==> config.mk <==
export PLATFORM = sky130hd
export DESIGN_NAME = mod_cmp_timer
export DESIGN_NICKNAME = d
export VERILOG_FILES = /design/src/rtl/mct_pkg.sv /design/src/rtl/mct_tick_gen.sv /design/src/rtl/mct_counter.sv /design/src/rtl/mct_compare.sv /design/src/rtl/mod_cmp_timer.sv
export SDC_FILE = /design/constraint.sdc
export NUM_CORES = 1
export LEC_CHECK = 0
export BUFFER_PORTS_ARGS = -buffer_cell sky130_fd_sc_hd__buf_2
export CAP_MARGIN = 0
export CORE_ASPECT_RATIO = 1.2
export CORE_MARGIN = 3
export CORE_UTILIZATION = 45
export CTS_CLUSTER_DIAMETER = 60
export CTS_CLUSTER_SIZE = 30
export DETAILED_ROUTE_END_ITERATION = 7
export GPL_ROUTABILITY_DRIVEN = 0
export PLACE_DENSITY = 0.71
export RECOVER_POWER = 25
export SYNTH_ARGS = -nofsm -noshare
export SYNTH_HDL_FRONTEND = slang
export SYNTH_SLANG_ARGS = --single-unit
==> constraint.sdc <==
create_clock -name clk -period 4.2 [get_ports clk]
set_clock_uncertainty 0.1 [all_clocks]
set_input_delay 0.84 -clock clk [delete_from_list [all_inputs] [get_ports clk]]
set_output_delay 0.84 -clock clk [all_outputs]
set_load 0.02 [all_outputs]
==> src/rtl/mct_pkg.sv <==
package mct_pkg;
  localparam int CW = 16;
  localparam int NW = 3;
  localparam int PSW = (1 << NW) - 1;
  localparam int CTRL_W = 11;

  localparam int B_EXT = 3;
  localparam int B_DOWN = 4;
  localparam int B_ONCE = 5;
  localparam int B_MOD = 6;
  localparam int B_ACT = 7;
  localparam int B_PRE = 9;
  localparam int B_IRQ = 10;

  localparam logic [2:0] A_CTRL = 3'd0;
  localparam logic [2:0] A_LOAD = 3'd1;
  localparam logic [2:0] A_CMP1 = 3'd2;
  localparam logic [2:0] A_CMP2 = 3'd3;
  localparam logic [2:0] A_PRE1 = 3'd4;
  localparam logic [2:0] A_PRE2 = 3'd5;
  localparam logic [2:0] A_CNT = 3'd6;
  localparam logic [2:0] A_STAT = 3'd7;

  typedef enum logic [1:0] {ACT_HOLD = 2'b00, ACT_SET = 2'b01, ACT_CLR = 2'b10, ACT_TGL = 2'b11} act_e;

  function automatic logic [PSW-1:0] div_mask(input logic [NW-1:0] n);
    logic [PSW-1:0] m;
    for (int i = 0; i < PSW; i++) m[i] = (i < int'(n));
    return m;
  endfunction

  function automatic logic psc_hit(input logic [PSW-1:0] psc, input logic [NW-1:0] n);
    return (psc & div_mask(n)) == div_mask(n);
  endfunction

  function automatic logic [CW-1:0] step_cnt(input logic [CW-1:0] c, input logic down);
    return down ? c - 1'b1 : c + 1'b1;
  endfunction

  function automatic logic apply_act(input logic f, input act_e a);
    case (a)
      ACT_SET: return 1'b1;
      ACT_CLR: return 1'b0;
      ACT_TGL: return ~f;
      default: return f;
    endcase
  endfunction
endpackage

==> src/rtl/mct_tick_gen.sv <==
module mct_tick_gen
  import mct_pkg::*;
(
  input  logic          clk,
  input  logic          rst_n,
  input  logic          ext_sel,
  input  logic [NW-1:0] div_n,
  input  logic          ext_clk,
  output logic          strobe
);
  logic [PSW-1:0] psc_q;
  logic [1:0]     sync_q;
  logic           prev_q;
  logic           ext_edge;
  logic           psc_strobe;

  always_ff @(posedge clk or negedge rst_n) begin
    if (!rst_n) begin
      psc_q  <= '0;
      sync_q <= '0;
      prev_q <= 1'b0;
    end else begin
      psc_q  <= psc_q + 1'b1;
      sync_q <= {sync_q[0], ext_clk};
      prev_q <= sync_q[1];
    end
  end

  assign ext_edge   = sync_q[1] & ~prev_q;
  assign psc_strobe = psc_hit(psc_q, div_n);
  assign strobe     = ext_sel ? ext_edge : psc_strobe;

  assert_ext_rate_R8: assert property (@(posedge clk) disable iff (!rst_n)
    (ext_sel && ext_edge) |=> !ext_edge);
endmodule

==> src/rtl/mct_counter.sv <==
module mct_counter
  import mct_pkg::*;
(
  input  logic          clk,
  input  logic          rst_n,
  input  logic          tick,
  input  logic          terminal,
  input  logic          down,
  input  logic          oneshot,
  input  logic [CW-1:0] reload_val,
  input  logic          cnt_wr,
  input  logic          ctrl_wr,
  input  logic [CW-1:0] wdata,
  output logic [CW-1:0] cnt,
  output logic          stopped
);
  always_ff @(posedge clk or negedge rst_n) begin
    if (!rst_n) begin
      cnt     <= '0;
      stopped <= 1'b0;
    end else begin
      if (cnt_wr) cnt <= wdata;
      else if (tick) cnt <= terminal ? reload_val : step_cnt(cnt, down);
      if (ctrl_wr) stopped <= 1'b0;
      else if (tick && terminal && oneshot) stopped <= 1'b1;
    end
  end

  assert_reload_R2: assert property (@(posedge clk) disable iff (!rst_n)
    (tick && terminal && !cnt_wr) |=> cnt == $past(reload_val));
  assert_wr_wins_R11: assert property (@(posedge clk) disable iff (!rst_n)
    cnt_wr |=> cnt == $past(wdata));
  assert_stop_hold_R9: assert property (@(posedge clk) disable iff (!rst_n)
    (stopped && !cnt_wr && !ctrl_wr) |=> $stable(cnt));
endmodule

==> src/rtl/mct_compare.sv <==
module mct_compare
  import mct_pkg::*;
(
  input  logic          clk,
  input  logic          rst_n,
  input  logic          tick,
  input  logic [CW-1:0] cnt,
  input  logic          pre_en,
  input  act_e          act,
  input  logic [CW-1:0] pre1,
  input  logic [CW-1:0] pre2,
  input  logic          wr_c1,
  input  logic          wr_c2,
  input  logic [CW-1:0] wdata,
  output logic [CW-1:0] cmp1,
  output logic [CW-1:0] cmp2,
  output logic          match1,
  output logic          match2,
  output logic          flag
);
  assign match1 = tick && (cnt == cmp1);
  assign match2 = tick && (cnt == cmp2);

  always_ff @(posedge clk or negedge rst_n) begin
    if (!rst_n) begin
      cmp1 <= '0;
      cmp2 <= '0;
      flag <= 1'b0;
    end else begin
      if (wr_c1) cmp1 <= wdata;
      else if (match1 && pre_en) cmp1 <= pre1;
      if (wr_c2) cmp2 <= wdata;
      else if (match2 && pre_en) cmp2 <= pre2;
      if (match1 || match2) flag <= apply_act(flag, act);
    end
  end

  assert_preload_R5: assert property (@(posedge clk) disable iff (!rst_n)
    (match1 && pre_en && !wr_c1) |=> cmp1 == $past(pre1));
  assert_flag_set_R4: assert property (@(posedge clk) disable iff (!rst_n)
    ((match1 || match2) && act == ACT_SET) |=> flag);
  assert_flag_idle_R4: assert property (@(posedge clk) disable iff (!rst_n)
    !(match1 || match2) |=> $stable(flag));
endmodule

==> src/rtl/mod_cmp_timer.sv <==
module mod_cmp_timer
  import mct_pkg::*;
(
  input  logic          clk,
  input  logic          rst_n,
  input  logic          wr_en,
  input  logic [2:0]    wr_addr,
  input  logic [CW-1:0] wr_data,
  input  logic [2:0]    rd_addr,
  output logic [CW-1:0] rd_data,
  input  logic          cnt_en,
  input  logic          ext_clk,
  output logic          flag_out,
  output logic          irq
);
  logic [CTRL_W-1:0] ctrl_q;
  logic [CW-1:0]     load_q, pre1_q, pre2_q;
  logic [CW-1:0]     cnt, cmp1, cmp2, reload_val;
  logic              stat_q, stopped, strobe, tick, terminal, match1, match2;
  logic              down;

  wire wr_ctrl = wr_en && wr_addr == A_CTRL;
  wire wr_cnt  = wr_en && wr_addr == A_CNT;
  wire wr_c1   = wr_en && wr_addr == A_CMP1;
  wire wr_c2   = wr_en && wr_addr == A_CMP2;
  wire wr_stat = wr_en && wr_addr == A_STAT;

  always_ff @(posedge clk or negedge rst_n) begin
    if (!rst_n) begin
      ctrl_q <= '0;
      load_q <= '0;
      pre1_q <= '0;
      pre2_q <= '0;
      stat_q <= 1'b0;
    end else begin
      if (wr_ctrl) ctrl_q <= wr_data[CTRL_W-1:0];
      if (wr_en && wr_addr == A_LOAD) load_q <= wr_data;
      if (wr_en && wr_addr == A_PRE1) pre1_q <= wr_data;
      if (wr_en && wr_addr == A_PRE2) pre2_q <= wr_data;
      if (match1 || match2) stat_q <= 1'b1;
      else if (wr_stat && wr_data[0]) stat_q <= 1'b0;
    end
  end

  assign down       = ctrl_q[B_DOWN];
  assign tick       = strobe && cnt_en && !stopped;
  assign terminal   = down ? match2 : match1;
  assign reload_val = ctrl_q[B_MOD] ? (down ? pre2_q : pre1_q) : load_q;
  assign irq        = stat_q && ctrl_q[B_IRQ];

  mct_tick_gen u_tick (
    .clk(clk), .rst_n(rst_n), .ext_sel(ctrl_q[B_EXT]), .div_n(ctrl_q[NW-1:0]),
    .ext_clk(ext_clk), .strobe(strobe)
  );

  mct_counter u_cnt (
    .clk(clk), .rst_n(rst_n), .tick(tick), .terminal(terminal), .down(down),
    .oneshot(ctrl_q[B_ONCE]), .reload_val(reload_val), .cnt_wr(wr_cnt),
    .ctrl_wr(wr_ctrl), .wdata(wr_data), .cnt(cnt), .stopped(stopped)
  );

  mct_compare u_cmp (
    .clk(clk), .rst_n(rst_n), .tick(tick), .cnt(cnt), .pre_en(ctrl_q[B_PRE]),
    .act(act_e'(ctrl_q[B_ACT+1:B_ACT])), .pre1(pre1_q), .pre2(pre2_q),
    .wr_c1(wr_c1), .wr_c2(wr_c2), .wdata(wr_data), .cmp1(cmp1), .cmp2(cmp2),
    .match1(match1), .match2(match2), .flag(flag_out)
  );

  always_comb begin
    case (rd_addr)
      A_CTRL:  rd_data = CW'(ctrl_q);
      A_LOAD:  rd_data = load_q;
      A_CMP1:  rd_data = cmp1;
      A_CMP2:  rd_data = cmp2;
      A_PRE1:  rd_data = pre1_q;
      A_PRE2:  rd_data = pre2_q;
      A_CNT:   rd_data = cnt;
      default: rd_data = {{(CW-2){1'b0}}, stopped, stat_q};
    endcase
  end

  assert_idle_R10: assert property (@(posedge clk) disable iff (!rst_n)
    (!cnt_en && !wr_cnt) |=> $stable(cnt));
  assert_event_R6: assert property (@(posedge clk) disable iff (!rst_n)
    (match1 || match2) |=> stat_q);
  assert_step_R1: assert property (@(posedge clk) disable iff (!rst_n)
    (tick && !terminal && !wr_cnt) |=> cnt == $past(down ? cnt - 16'd1 : cnt + 16'd1));
endmodule

==> flow_summary.toml <==
[status]
run_status = "complete, but fails checks"
failed_checks = "max-capacitance violations, max-slew violations"

[clock_tree]
cts_made_buffers = 17
clk_latency_ns = 0.41
clock_tree.htree_level_count = 4
clkTransAtPathRegs_ns = 0.05
clock_sink_count = 120
cts_post_setup_buffers_inserted = 0
cts_tree = "yes"
postCtsResizedCells = 0
cts.hold.buffers_added = 0
ctsRootBufferMaster = "sky130_fd_sc_hd__clkbuf_16"
cts_max_path_buffers = 2

[detailed_routing]
drc = 0
drt_pass1_iterations = 5
drt.antenna.violating_nets = 0
route.vias.total = 6201
post_drt_via_cell_ratio = 6.14
drt_iter0_drc = 566
routed_wire_length_per_instance_microns = 21.1
detail_route.wirelength_microns = 21300

[worst_setup_path]
timing.critical_path.slowest_stage_cell = "sky130_fd_sc_hd__nor2_1"
worst_path_maximum_fanout = 14
critical_path_type = "in -> out"
cp.required_ns = 3.26
endpoint_kind = "output port"
critPathMaxStageDelay_ns = 0.70
setup.worst_path.start_class = "input pin"
path_buf_inv = 3
cp.arrival_ns = 2.65
path_cells = "buf_2 > inv_1 > nor2_1 > a22oi_1 > o221ai_1 > buf_2"
path_delay_family = "simple AND/OR/NAND/NOR gates"
critical_path.most_common_cell = "sky130_fd_sc_hd__buf_2"

[placement]
placement.io_buffers = 44
detailed_place_hpwl_microns = 15000

[synthesis]
synth_seq_area_share_pct = 40.7
synth-seq-cells = 120
synth_enable_flop_cells = 0
syn_inst = 747
ys_types = 53
avgSynthCellArea_sq_um = 9.87
postSynth.asyncResetShare_pct = 100
synth-main-ff-cell = "sky130_fd_sc_hd__dfrtp_1"
netlist_area_sq_mm = 0.00737
synth.yosys.warnings = 0
postSynthNetCount = 790

[layout]
n_fill_cell = 1352
final_nets = 832
area_growth_pct = 15.3
fraction_of_final_layout_cells_sized_beyond_drive_strength_1_pct = 22.2
final_standard_cell_utilization_of_the_core_pct = 53.7
ff_latch_area_sq_mm = 0.00300
mostFrequentLayoutCells = "120 x sky130_fd_sc_hd__dfrtp_1, 73 x sky130_fd_sc_hd__nand2_1, 67 x sky130_fd_sc_hd__mux2i_1"
footprint_of_the_multi_input_gates_sq_mm = 0.00418
antenna_cells_inserted = 0
final_common_cell = "sky130_fd_sc_hd__dfrtp_1"

[timing]
fmaxAchievable_ghz = 0.279
setup_repair_after_global_routing_missed_its_margin = "false"
setup_viol_count_final = 0
final-max-slew-violation-count = 69
period_share_pct = 85.4
tightest_slew_ns = 1.83
slew_headroom_pct = -22.2
hold_viol_final = 0
min_period_ns = 3.59
final.setup.tns_ns = 0
holdWs_ns = 0.249

[grt]
grt_pass1_vias = 6223
grt_pass1_wl_microns = 34200
initial_antenna_violation_count = 0
track_usage_pct = 24.5
pin_count_of_the_biggest_net_entering_global_routing = 70
grt-ovfl-total = 0

[worst_hold_path]
min_path_type = "reg -> reg"

[floorplanning]
die_y_microns = 146
initial_utilization_pct = 46.6
core_region_area_sq_mm = 0.0158
width_of_the_chip_microns = 123
floorplan.die_area_sq_mm = 0.0180
placement_rows = 50
io_pins = 45

[pwr]
max-vdd-ir-drop_mv = 0.333
p_per_area_mw_per_mm2 = 623
p_leak_nw = 3.71

[flow_run]
max-cap-violations = 1
-- stage by stage --
stage | cell area (sq um) | setup WS (ns) | std cells | total power (W)
after floorplan | 7370 | 0.859 | 747 | 0.00319
after global placement | 7900 | 0.721 | 978 | 0.00372
final | 8500 | 0.611 | 1010 | 0.00529
after CTS | 8500 | 0.685 | 1010 | 0.00528
after detailed placement | 7900 | 0.705 | 978 | 0.00375
after global routing | 8500 | 0.503 | 1010 | 0.00560
-- cells in the mapped netlist, types with 4 or more instances --
| cell type | count | share of area (%) |
|---|---|---|
| sky130_fd_sc_hd__a211oi_1 | 10 | 1.0 |
| sky130_fd_sc_hd__a21o_1 | 9 | 0.92 |
| sky130_fd_sc_hd__a21oi_1 | 40 | 2.7 |
| sky130_fd_sc_hd__a221o_1 | 4 | 0.54 |
| sky130_fd_sc_hd__a221oi_1 | 7 | 0.83 |
| sky130_fd_sc_hd__a22oi_1 | 5 | 0.51 |
| sky130_fd_sc_hd__a31oi_1 | 15 | 1.3 |
| sky130_fd_sc_hd__and2_1 | 4 | 0.34 |
| sky130_fd_sc_hd__buf_2 | 6 | 0.41 |
| sky130_fd_sc_hd__clkbuf_1 | 34 | 1.7 |
| sky130_fd_sc_hd__dfrtp_1 | 120 | 41 |
| sky130_fd_sc_hd__ha_1 | 15 | 2.5 |
| sky130_fd_sc_hd__inv_1 | 13 | 0.66 |
| sky130_fd_sc_hd__mux2_2 | 66 | 10 |
| sky130_fd_sc_hd__mux2i_1 | 67 | 9.1 |
| sky130_fd_sc_hd__nand2_1 | 73 | 3.7 |
| sky130_fd_sc_hd__nand2b_1 | 5 | 0.42 |
| sky130_fd_sc_hd__nand3_1 | 9 | 0.61 |
| sky130_fd_sc_hd__nand4_1 | 10 | 0.85 |
| sky130_fd_sc_hd__nor2_1 | 48 | 2.4 |
| sky130_fd_sc_hd__nor3_1 | 5 | 0.34 |
| sky130_fd_sc_hd__o211ai_1 | 9 | 0.92 |
| sky130_fd_sc_hd__o21ai_0 | 29 | 2.0 |
| sky130_fd_sc_hd__o21ai_1 | 44 | 3.0 |
| sky130_fd_sc_hd__o221ai_1 | 6 | 0.71 |
| sky130_fd_sc_hd__xnor2_1 | 38 | 4.5 |
| sky130_fd_sc_hd__xor2_1 | 12 | 1.4 |
-- cell type report --
type	instances	share of cell area (%)
inverters	13	0.574
well taps	208	3.06
multi-input cells	571	49.2
clock inverters	9	1.66
clock buffers	23	5.50
repair buffers	66	4.68
flip-flops and latches	120	35.3
-- registers in the layout (all words and copies together), names as in the netlist, 2 cells and up --
signal	cells
load_q	16
pre1_q	16
pre2_q	16
u_cmp.cmp1	16
u_cmp.cmp2	16
u_cnt.cnt	16
ctrl_q	11
u_tick.psc_q	7
u_tick.sync_q	2
-- worst register-to-register path, delay by kind of cell, from the launching register on --
family / cells / cell delay (ns)
AOI/OAI and AO/OA: 5 / 1.11
buffers and inverters: 1 / 0.38
adders and majority gates: 1 / 0.34
and+or+nand+nor: 1 / 0.17
xor gates and xnor gates: 1 / 0.23
DFF: 1 / 0.53
-- where the power goes --
group | internal, W | total [W] | switching, W
clock network | 0.000971 | 0.00151 | 0.000540
registers | 0.00144 | 0.00185 | 0.000411
logic | 0.000902 | 0.00193 | 0.00103
-- cells by family after synthesis --
logic type                 after synthesis  share of synthesized area [%]
muxes                                  137                           20.1
DFF                                    120                           40.7
xor gates and xnor gates                50                           5.94
buffers and inverters                   56                           2.95
AOI/OAI and AO/OA                      199                           17.2
and+or+nand+nor                        169                           10.3
adders and majority gates               16                           2.82
-- per-layer routing --
layer,vias to the layer above,GRT usage [%],share of wire (%)
met1,3036,32.9,42
met4,0,10.0,3.6
met3,57,4.46,7.0
met2,277,38.8,47
li1,2831,-,-
met5,-,0,0
-- final timing paths --
kind / start / end / slack [ns] / cells after the start
worst max-delay path: rd_addr[2] / rd_data[3] / 0.61 / 6
worst min-delay path: u_tick.sync_q[0] / u_tick.sync_q[1] / 0.25 / 0
worst max register to register: ctrl_q[4] / u_cnt.cnt[14] / 1.20 / 9
worst min register to register: u_tick.sync_q[0] / u_tick.sync_q[1] / 0.25 / 0
max in group asynchronous: rst_n / pre2_q[13] / 2.08 / 1
min in group asynchronous: rst_n / u_tick.psc_q[5] / 0.81 / 1
Note: power is estimated with default switching activity, not from simulation.
